`src/rtl/lvl_det_pkg.sv`:
```
package lvl_det_pkg;
    localparam int THR_W = 10;

    typedef enum logic [1:0] {
        ZONE_LOW  = 2'd0,
        ZONE_MID  = 2'd1,
        ZONE_HIGH = 2'd2
    } zone_e;
endpackage

```
`src/rtl/lvl_det_zone.sv`:
```
module lvl_det_zone
    import lvl_det_pkg::*;
#(
    parameter int MAG_W = 16
) (
    input  logic [MAG_W-1:0] sample_i,
    input  logic [THR_W-1:0] thr_lo_i,
    input  logic [THR_W-1:0] thr_hi_i,
    output zone_e            zone_o
);
    localparam int TOP_LSB = MAG_W - THR_W;

    logic [THR_W-1:0] top;
    assign top = sample_i[MAG_W-1:TOP_LSB];

    // Upper threshold takes precedence when settings overlap.
    always_comb begin
        if (top >= thr_hi_i)      zone_o = ZONE_HIGH;
        else if (top <= thr_lo_i) zone_o = ZONE_LOW;
        else                      zone_o = ZONE_MID;
    end
endmodule

```
`src/rtl/lvl_det_hold.sv`:
```
module lvl_det_hold
    import lvl_det_pkg::*;
#(
    parameter int DWELL_W = 20
) (
    input  logic               clk,
    input  logic               rst_n,
    input  zone_e              zone_i,
    input  logic [DWELL_W-1:0] dwell_i,
    output logic               active_o
);
    typedef struct packed {
        logic               active;
        logic               holding;
        logic [DWELL_W-1:0] remain;
    } hold_st_t;

    hold_st_t st_d, st_q;
    logic     enabled;

    assign enabled = (dwell_i != '0);

    always_comb begin
        st_d = st_q;
        if (!enabled) begin
            st_d.active  = 1'b0;
            st_d.holding = 1'b0;
            st_d.remain  = '0;
        end else if (zone_i == ZONE_HIGH) begin
            st_d.active  = 1'b1;
            st_d.holding = 1'b0;
        end else if (st_q.active) begin
            if (zone_i == ZONE_LOW) begin
                if (!st_q.holding) begin
                    if (dwell_i == DWELL_W'(1)) begin
                        st_d.active = 1'b0;
                    end else begin
                        st_d.holding = 1'b1;
                        st_d.remain  = dwell_i - DWELL_W'(1);
                    end
                end else if (st_q.remain == DWELL_W'(1)) begin
                    st_d.active  = 1'b0;
                    st_d.holding = 1'b0;
                end else begin
                    st_d.remain = st_q.remain - DWELL_W'(1);
                end
            end else begin
                st_d.holding = 1'b0;
            end
        end
    end

    always_ff @(posedge clk or negedge rst_n) begin
        if (!rst_n) st_q <= '0;
        else        st_q <= st_d;
    end

    assign active_o = st_q.active;


    hi_sets_active_chk: assert property (@(posedge clk) disable iff (!rst_n)
        (zone_i == ZONE_HIGH && dwell_i != '0) |=> st_q.active);


    zero_dwell_off_chk: assert property (@(posedge clk) disable iff (!rst_n)
        (dwell_i == '0) |=> !st_q.active);


    release_needs_low_chk: assert property (@(posedge clk) disable iff (!rst_n)
        $fell(st_q.active) |-> $past(zone_i == ZONE_LOW || dwell_i == '0));


    idle_stays_idle_chk: assert property (@(posedge clk) disable iff (!rst_n)
        (!st_q.active && zone_i != ZONE_HIGH) |=> !st_q.active);


    hold_implies_active_chk: assert property (@(posedge clk) disable iff (!rst_n)
        st_q.holding |-> st_q.active);
endmodule

```
`src/rtl/level_detect.sv`:
```
module level_detect
    import lvl_det_pkg::*;
#(
    parameter int MAG_W   = 16,
    parameter int DWELL_W = 20
) (
    input  logic               clk,
    input  logic               rst_n,
    input  logic [MAG_W-1:0]   sample_i,
    input  logic [9:0]         thr_lo_i,
    input  logic [9:0]         thr_hi_i,
    input  logic [DWELL_W-1:0] dwell_i,
    input  logic               invert_i,
    output logic               level_o
);
    zone_e zone;
    logic  active;

    lvl_det_zone #(.MAG_W(MAG_W)) u_zone (
        .sample_i (sample_i),
        .thr_lo_i (thr_lo_i),
        .thr_hi_i (thr_hi_i),
        .zone_o   (zone)
    );

    lvl_det_hold #(.DWELL_W(DWELL_W)) u_hold (
        .clk      (clk),
        .rst_n    (rst_n),
        .zone_i   (zone),
        .dwell_i  (dwell_i),
        .active_o (active)
    );

    assign level_o = invert_i ? ~active : active;


    reset_idle_chk: assert property (@(posedge clk)
        !rst_n |=> (level_o == invert_i) || rst_n);
endmodule

```
`config.mk`:
```
export PLATFORM = sky130hd
export DESIGN_NAME = level_detect
export DESIGN_NICKNAME = d
export VERILOG_FILES = /design/src/rtl/lvl_det_pkg.sv /design/src/rtl/lvl_det_zone.sv /design/src/rtl/lvl_det_hold.sv /design/src/rtl/level_detect.sv
export SDC_FILE = /design/constraint.sdc
export NUM_CORES = 1
export LEC_CHECK = 0
export ABC_AREA = 1
export BUFFER_PORTS_ARGS = -buffer_cell sky130_fd_sc_hd__buf_2
export CAP_MARGIN = 5
export CORE_MARGIN = 5
export CORE_UTILIZATION = 36
export CTS_CLUSTER_DIAMETER = 150
export DETAILED_ROUTE_END_ITERATION = 7
export GPL_TIMING_DRIVEN = 0
export HOLD_SLACK_MARGIN = 0.05
export PLACE_DENSITY = 0.63
export RECOVER_POWER = 50
export SYNTH_ARGS = -nofsm -noshare
export SYNTH_HDL_FRONTEND = slang
export SYNTH_SLANG_ARGS = --single-unit
```
`constraint.sdc`:
```
create_clock -name clk -period 1.4 [get_ports clk]
set_clock_uncertainty 0.05 [all_clocks]
set_input_delay 0.28 -clock clk [delete_from_list [all_inputs] [get_ports clk]]
set_output_delay 0.28 -clock clk [all_outputs]
set_load 0.05 [all_outputs]
```
==> out/results.tsv, run 1 <==
stage	metric	value	unit
outcome	status	finished, violations left	
outcome	violated checks	setup timing	
timing	final worst path period share	116.3	%
run	Max Cap Violations	0	
logic_synthesis	syn_area_per_cell	6.203	um^2
pwr	PwrDens	1344	mW/mm^2
grt	vias in the first global route	3182	
logic_synthesis	register area share after synthesis	19.95	%
timing	Hold Slack	0.3191	ns
logic_synthesis	Synth Flop Type	dfrtp_1	
finish	Ant. Diodes	0	
clock_network	Clock Path Buffers	2	
finish	Synth-to-Final Area Change	47.87	%
logic_synthesis	top post-synthesis cells by area	dfrtp_1 20%, nand2_1 16%, nand3_1 14%	
timing	RSZ-0062 raised after global routing	true	
logic_synthesis	count leader, synth	nand2_1	
timing	final hold viol count	0	
critical_path	Worst EP arrival	1.79	ns
critical_path	CP Max Fanout	5	
grt	GRT Total Usage	17.94	%
route	starting DRC count in detailed routing	157	
floorplan	Core ar.	0.007607	mm^2
route	post-route antenna net violation count	0	
route	Routed WL	8.511	mm
route	vias per std cell	5.017	
finish	post-layout net count	620	
floorplan	Initial Util	36.28	%
critical_path	CP max stage delay	0.40	ns
logic_synthesis	ys async rst share	100.0	%
pwr	Leakage	2.003	nW
logic_synthesis	Yosys reg bits	22	
clock_network	H-Tree Depth	1	
route	DRC	0	
logic_synthesis	Post-Syn Area	0.002760	mm^2
critical_path	Crit path top cell by count	nand2_2	
logic_synthesis	top cell type by total area after synthesis	dfrtp_1	
logic_synthesis	Yosys warning count	0	
floorplan	Core Rows	32	
placement	DP Wirelength	6.179	mm
finish	layout cells sized above 1	42.99	%
route	via count	3196	
timing	# setup viols final	21	
timing	Final WS setup	-0.2285	ns
logic_synthesis	share of the synthesized area in the top cell type	19.95	%
placement	PortBufs	53	
route	total iterations of the first detailed-routing run	4	
logic_synthesis	Mapped Nets	529	
logic_synthesis	commonest cells in the netlist	119 x nand2_1, 77 x nand3_1, 57 x inv_1, 52 x nor2_1, 25 x ha_1	
grt	first-pass GRT wire length	14.35	mm
logic_synthesis	Post-Synthesis Cells	445	
hold_path	worst hold path type	in2reg	
clock_network	TritonCTS clock tree	yes	
critical_path	CP cell instances	inv_2 -> ha_4 -> nand2_2 -> nor2_2 -> nand3_2 -> nand2_2 -> nand2_2 -> nand2_2 -> nor2_4 -> buf_6 -> nand3_2 -> nand2_1	
timing	Rel. slew slack	61.07	%
clock_network	worst skew pair latency	0.27	ns
critical_path	Critical Path End Type	flop	
grt	initial antenna violation count	0	
grt	grt total ovfl	0	
clock_network	root buf cell	clkbuf_8	
grt	largest net degree at the start of global routing	23	
timing	worst-margin pin slew	0.5839	ns
finish	fin util	53.65	%
placement	gpl congestion	0.9367	
logic_synthesis	post-synth cell types	29	
route	DR WL/cell	13.36	um
floorplan	Die Ht	97.56	um
clock_network	CTS buffer count	3	
critical_path	Worst Path Required	1.56	ns
logic_synthesis	Post-synth EDFFs	0	
timing	Slew Viols, Final	0	
timing	Period minus WS final	1.629	ns
finish	FILL cells	766	
floorplan	I/O Pins	60	
floorplan	Die Width	97.56	um
floorplan	DIE AREA	0.009518	mm^2
critical_path	slowest CP cell	dfrtp_1	
timing	fmax	0.6140	GHz
critical_path	CP startpoint kind	flop	
critical_path	crit path kind	reg2reg	
clock_network	number of clock sinks	22	
placement	pre-CTS setup slack	-0.5086	ns
pwr	IR drop worst, VDD	0.6431	mV
clock_network	CTS clk-pin slew, worst paths	0.09	ns
[metrics by stage]
stage	setup TNS [ns]	power, mW	cell area [um^2]	cells
5_1_grt	-6.302	5.927	4081	637
3_5_place_dp	-10.55	3.743	3532	600
4_1_cts	-2.938	5.284	3995	631
2_1_floorplan	-2.427	3.115	3139	445
3_3_place_gp	-10.04	3.696	3532	600
6_report	-4.232	5.485	4081	637
[logic make-up (layout without fill, tap and decap cells)]
kind of cell	after synthesis	in the layout	share of synthesized area [%]
buf+inv	70	159	10.79
fa+ha+maj	25	25	11.33
flops	22	22	19.95
xor+xnor	16	16	5.077
simple gates	280	281	46.28
compound gates	32	32	6.573
[cell type report]
cell class | count | area (um^2) | area share, %
Tap cell | 102 | 127.6 | 3.127
Clock buffer | 3 | 41.29 | 1.012
Timing Repair Buffer | 85 | 538.0 | 13.18
Multi-Input combinational cell | 354 | 2417 | 59.23
Sequential cell | 22 | 564.3 | 13.83
Buffer | 11 | 95.09 | 2.330
Inverter | 59 | 267.8 | 6.560
Clock inverter | 1 | 30.03 | 0.7357
[state kept, by name (all words and copies together) (netlist names)]
name,cells
u_hold.active_o,1
u_hold.st_q,21
[power by group]
| part | total [mW] | leakage (nW) | switching [mW] | internal, mW |
|---|---|---|---|---|
| registers | 1.32 | 0.261 | 0.380 | 0.941 |
| clock network | 0.626 | 0.0357 | 0.243 | 0.383 |
| logic | 3.54 | 1.71 | 1.98 | 1.55 |
| total | 5.48 | 2.00 | 2.61 | 2.88 |
[metal layers]
layer / track usage [%] / vias up / share of wire (%)
met4: 6.922 / 0 / 2.9
met1: 22.28 / 1427 / 43
met2: 31.15 / 112 / 48
met3: 2.584 / 20 / 6.4
li1: - / 1637 / -
met5: 0 / - / 0
[repair_timing]
action / 4_1_cts / 5_1_grt
pin swaps: 36 / 18
endpoints found under the hold margin: 22 / 0
gates cloned: 4 / 0
buffers inserted: 22 / 6
hold buffers: 1 / 0
endpoints found under the setup margin: 23 / 23
gates resized for setup: 67 / 15
[worst max-delay path: cells and delay by family, from the launching register on]
| kind | cells | cell delay (ns) |
|---|---|---|
| flops | 1 | 0.40 |
| fa+ha+maj | 1 | 0.16 |
| simple gates | 9 | 0.70 |
| buf+inv | 2 | 0.26 |
[path summary, 6_finish.rpt]
path,startpoint,to,slack [ns],cells after the start
worst max-delay path,u_hold.st_q[1],u_hold.st_q[2],-0.23,12
worst min-delay path,dwell_i[0],u_hold.st_q[0],0.32,4
worst max register to register,u_hold.st_q[1],u_hold.st_q[2],-0.23,12
worst min register to register,u_hold.st_q[19],u_hold.st_q[19],0.51,2
max in group asynchronous,rst_n,u_hold.st_q[4],0.40,2
min in group asynchronous,rst_n,u_hold.st_q[11],0.47,2
[layout by cell type (no fill, tap or decap), drive strengths merged]
cell | synthesis | layout
a21o | 3 | 3
a21oi | 7 | 7
a31oi | 1 | 1
buf | 6 | 89
bufinv | 0 | 1
clkbuf | 5 | 9
clkinv | 1 | 1
dfrtp | 22 | 22
dlygate4sd3 | 0 | 1
ha | 25 | 25
inv | 58 | 58
nand2 | 123 | 123
nand3 | 80 | 80
nand3b | 1 | 1
nand4 | 13 | 13
nor2 | 62 | 63
nor3 | 1 | 1
o21ai | 14 | 14
o21bai | 3 | 3
o22ai | 4 | 4
xnor2 | 10 | 10
xor2 | 6 | 6
Power figures use the tool's default switching activity.
==> inputs of run 2 (changes only) <==
--- a/config.mk
+++ b/config.mk
@@ -14,7 +14,7 @@
 export DETAILED_ROUTE_END_ITERATION = 7
 export GPL_TIMING_DRIVEN = 0
 export HOLD_SLACK_MARGIN = 0.05
-export PLACE_DENSITY = 0.63
+export PLACE_DENSITY = 0.64
 export RECOVER_POWER = 50
 export SYNTH_ARGS = -nofsm -noshare
 export SYNTH_HDL_FRONTEND = slang
==> out/results.tsv, run 2 (same netlist as run 1, synthesis figures left out) <==
stage	metric	value	unit
timing	worst-margin pin slew	0.5859	ns
route	total iterations of the first detailed-routing run	4	
placement	gpl congestion	0.9283	
finish	layout cells sized above 1	41.28	%
critical_path	crit path kind	reg2reg	
floorplan	I/O Pins	60	
pwr	Logic pwr share	66.7	%
timing	final worst path period share	114.7	%
pwr	Sw Ratio	49.33	%
finish	commonest non-fill, non-tap cell in the layout	nand2_1	
pwr	clock share of power	8.0	%
placement	DP Cell Count	600	
finish	Synth-to-Final Area Change	45.74	%
critical_path	critical path buffer and inverter count	2	
grt	first-pass GRT wire length	14.15	mm
critical_path	slowest CP cell	dfrtp_1	
finish	post-layout net count	619	
critical_path	CP cell instances	inv_2 -> ha_4 -> nand2_4 -> nor2_4 -> buf_4 -> a21oi_1 -> o21ai_0 -> o21ai_0 -> nand3_2 -> nand2_1	
timing	Setup TNS	-3.774	ns
placement	DP Wirelength	6.193	mm
placement	dpl cell area	0.003532	mm^2
clock_network	Clock Path Buffers	2	
finish	Ant. Diodes	0	
timing	Final WS setup	-0.2051	ns
critical_path	Crit path top cell by count	o21ai_0	
critical_path	Worst Path Required	1.51	ns
floorplan	Core ar.	0.007607	mm^2
clock_network	number of clock sinks	22	
timing	# setup viols final	20	
timing	Rel. slew slack	60.94	%
critical_path	r2r setup slk	-0.21	ns
pwr	internal power	2.651	mW
pwr	PwrDens	1301	mW/mm^2
grt	grt total ovfl	0	
critical_path	R2R Path End	u_hold.st_q[8]	
pwr	part of the power in registers	25.4	%
finish	multi-input logic area	0.002396	mm^2
grt	initial antenna violation count	0	
timing	final hold viol count	0	
critical_path	Critical Path End Type	flop	
critical_path	CP startpoint kind	flop	
timing	RSZ-0062 raised after global routing	true	
hold_path	hold path depth	4	
finish	Biggest register	u_hold.st_q	
outcome	status	finished, violations left	
critical_path	Worst EP arrival	1.72	ns
timing	fmax	0.6230	GHz
timing	Slew Viols, Final	0	
clock_network	CTS buffer count	3	
critical_path	Worst R2R Path Depth	10	
finish	FILL cells	751	
route	Routed WL	8.367	mm
run	Max Cap Violations	0	
route	vias per std cell	4.935	
pwr	Net Sw Power	2.582	mW
critical_path	CP Max Fanout	5	
floorplan	Core Rows	32	
floorplan	DIE AREA	0.009518	mm^2
hold_path	Hold Path End	u_hold.st_q[0]	
finish	max reg flops	21	
critical_path	CP delay by family, top	flip-flops	
finish	most frequent cells in the layout	105 x nand2_1, 49 x buf_2, 47 x nand3_1	
hold_path	worst hold path type	in2reg	
route	via count	3134	
finish	final cell count without fillers	635	
pwr	Leakage	1.986	nW
clock_network	TritonCTS clock tree	yes	
grt	GRT Total Usage	17.60	%
route	DRC	0	
floorplan	Initial Util	36.28	%
floorplan	Die Width	97.56	um
finish	fin util	52.88	%
pwr	IR drop worst, VDD	0.5162	mV
outcome	violated checks	setup timing	
clock_network	CTS clk-pin slew, worst paths	0.09	ns
finish	design area	0.004023	mm^2
critical_path	CP max stage delay	0.42	ns
critical_path	R2R Path Start	u_hold.st_q[1]	
grt	largest net degree at the start of global routing	23	
hold_path	Hold Crit Start	dwell_i[0]	
placement	pre-CTS setup slack	-0.5069	ns
pwr	power consumption	5.233	mW
clock_network	worst skew pair latency	0.27	ns
floorplan	Die Ht	97.56	um
timing	Period minus WS final	1.605	ns
placement	PortBufs	53	
clock_network	root buf cell	clkbuf_8	
clock_network	H-Tree Depth	1	
route	starting DRC count in detailed routing	250	
route	post-route antenna net violation count	0	
grt	vias in the first global route	3139	
finish	register area	560.5	um^2
route	DR WL/cell	13.18	um
timing	Hold Slack	0.3112	ns
run 2: cell types whose count changed in the layout (fill, tap and decap cells not counted), sizes merged:
cell,previous run,this run
buf,89,88
bufinv,1,0
run 2: how the worst max path moves through the flow:
stage / start / end / cells past startpoint
CTS: u_hold.st_q[1] / u_hold.st_q[12] / 11
floorplan: thr_hi_i[3] / u_hold.st_q[1] / 13
global placement: dwell_i[0] / u_hold.st_q[5] / 9
detailed placement: dwell_i[0] / u_hold.st_q[6] / 9
global route: u_hold.st_q[4] / u_hold.st_q[1] / 11
finish: u_hold.st_q[1] / u_hold.st_q[8] / 10
run 2: tightest hold or removal path: cells and delay by family:
| family | cells | cell delay (ns) |
|---|---|---|
| and+or+nand+nor | 2 | 0.11 |
| AOI/OAI and AO/OA | 1 | 0.09 |
| buffers and inverters | 1 | 0.12 |
run 2: metal layers:
metal  vias to the layer above  routed length, um  global-route usage, %
li1                       1622                  -                      -
met1                      1413               3780                  23.10
met2                        88               4056                  29.84
met3                        11                426                  2.225
met4                         0                104                  5.751
met5                         -                  0                      0
run 2: layout make-up:
cell class,instances,area share [%]
multi-input cells,354,59.56
flip-flops and latches,22,13.93
repair buffers,84,12.91
inverters,59,6.656
well taps,102,3.173
plain buffers,11,2.737
clock buffers,3,1.026
run 2: timing repair:
item	CTS	global route
endpoints found under the setup margin	23	23
setup buffers	21	6
hold buffers	1	0
resized for setup	56	19
gates cloned	4	0
endpoints found under the hold margin	22	0
pin swaps	26	16
run 2: power groups by stage:
stage | registers (mW) | clock network (mW) | logic (mW)
after global placement | 1.31 | 0 | 2.38
final | 1.33 | 0.417 | 3.49
after detailed placement | 1.33 | 0 | 2.42
after global routing | 1.36 | 0.447 | 3.85
after floorplan | 1.22 | 0 | 1.90
after CTS | 1.30 | 0.417 | 3.26
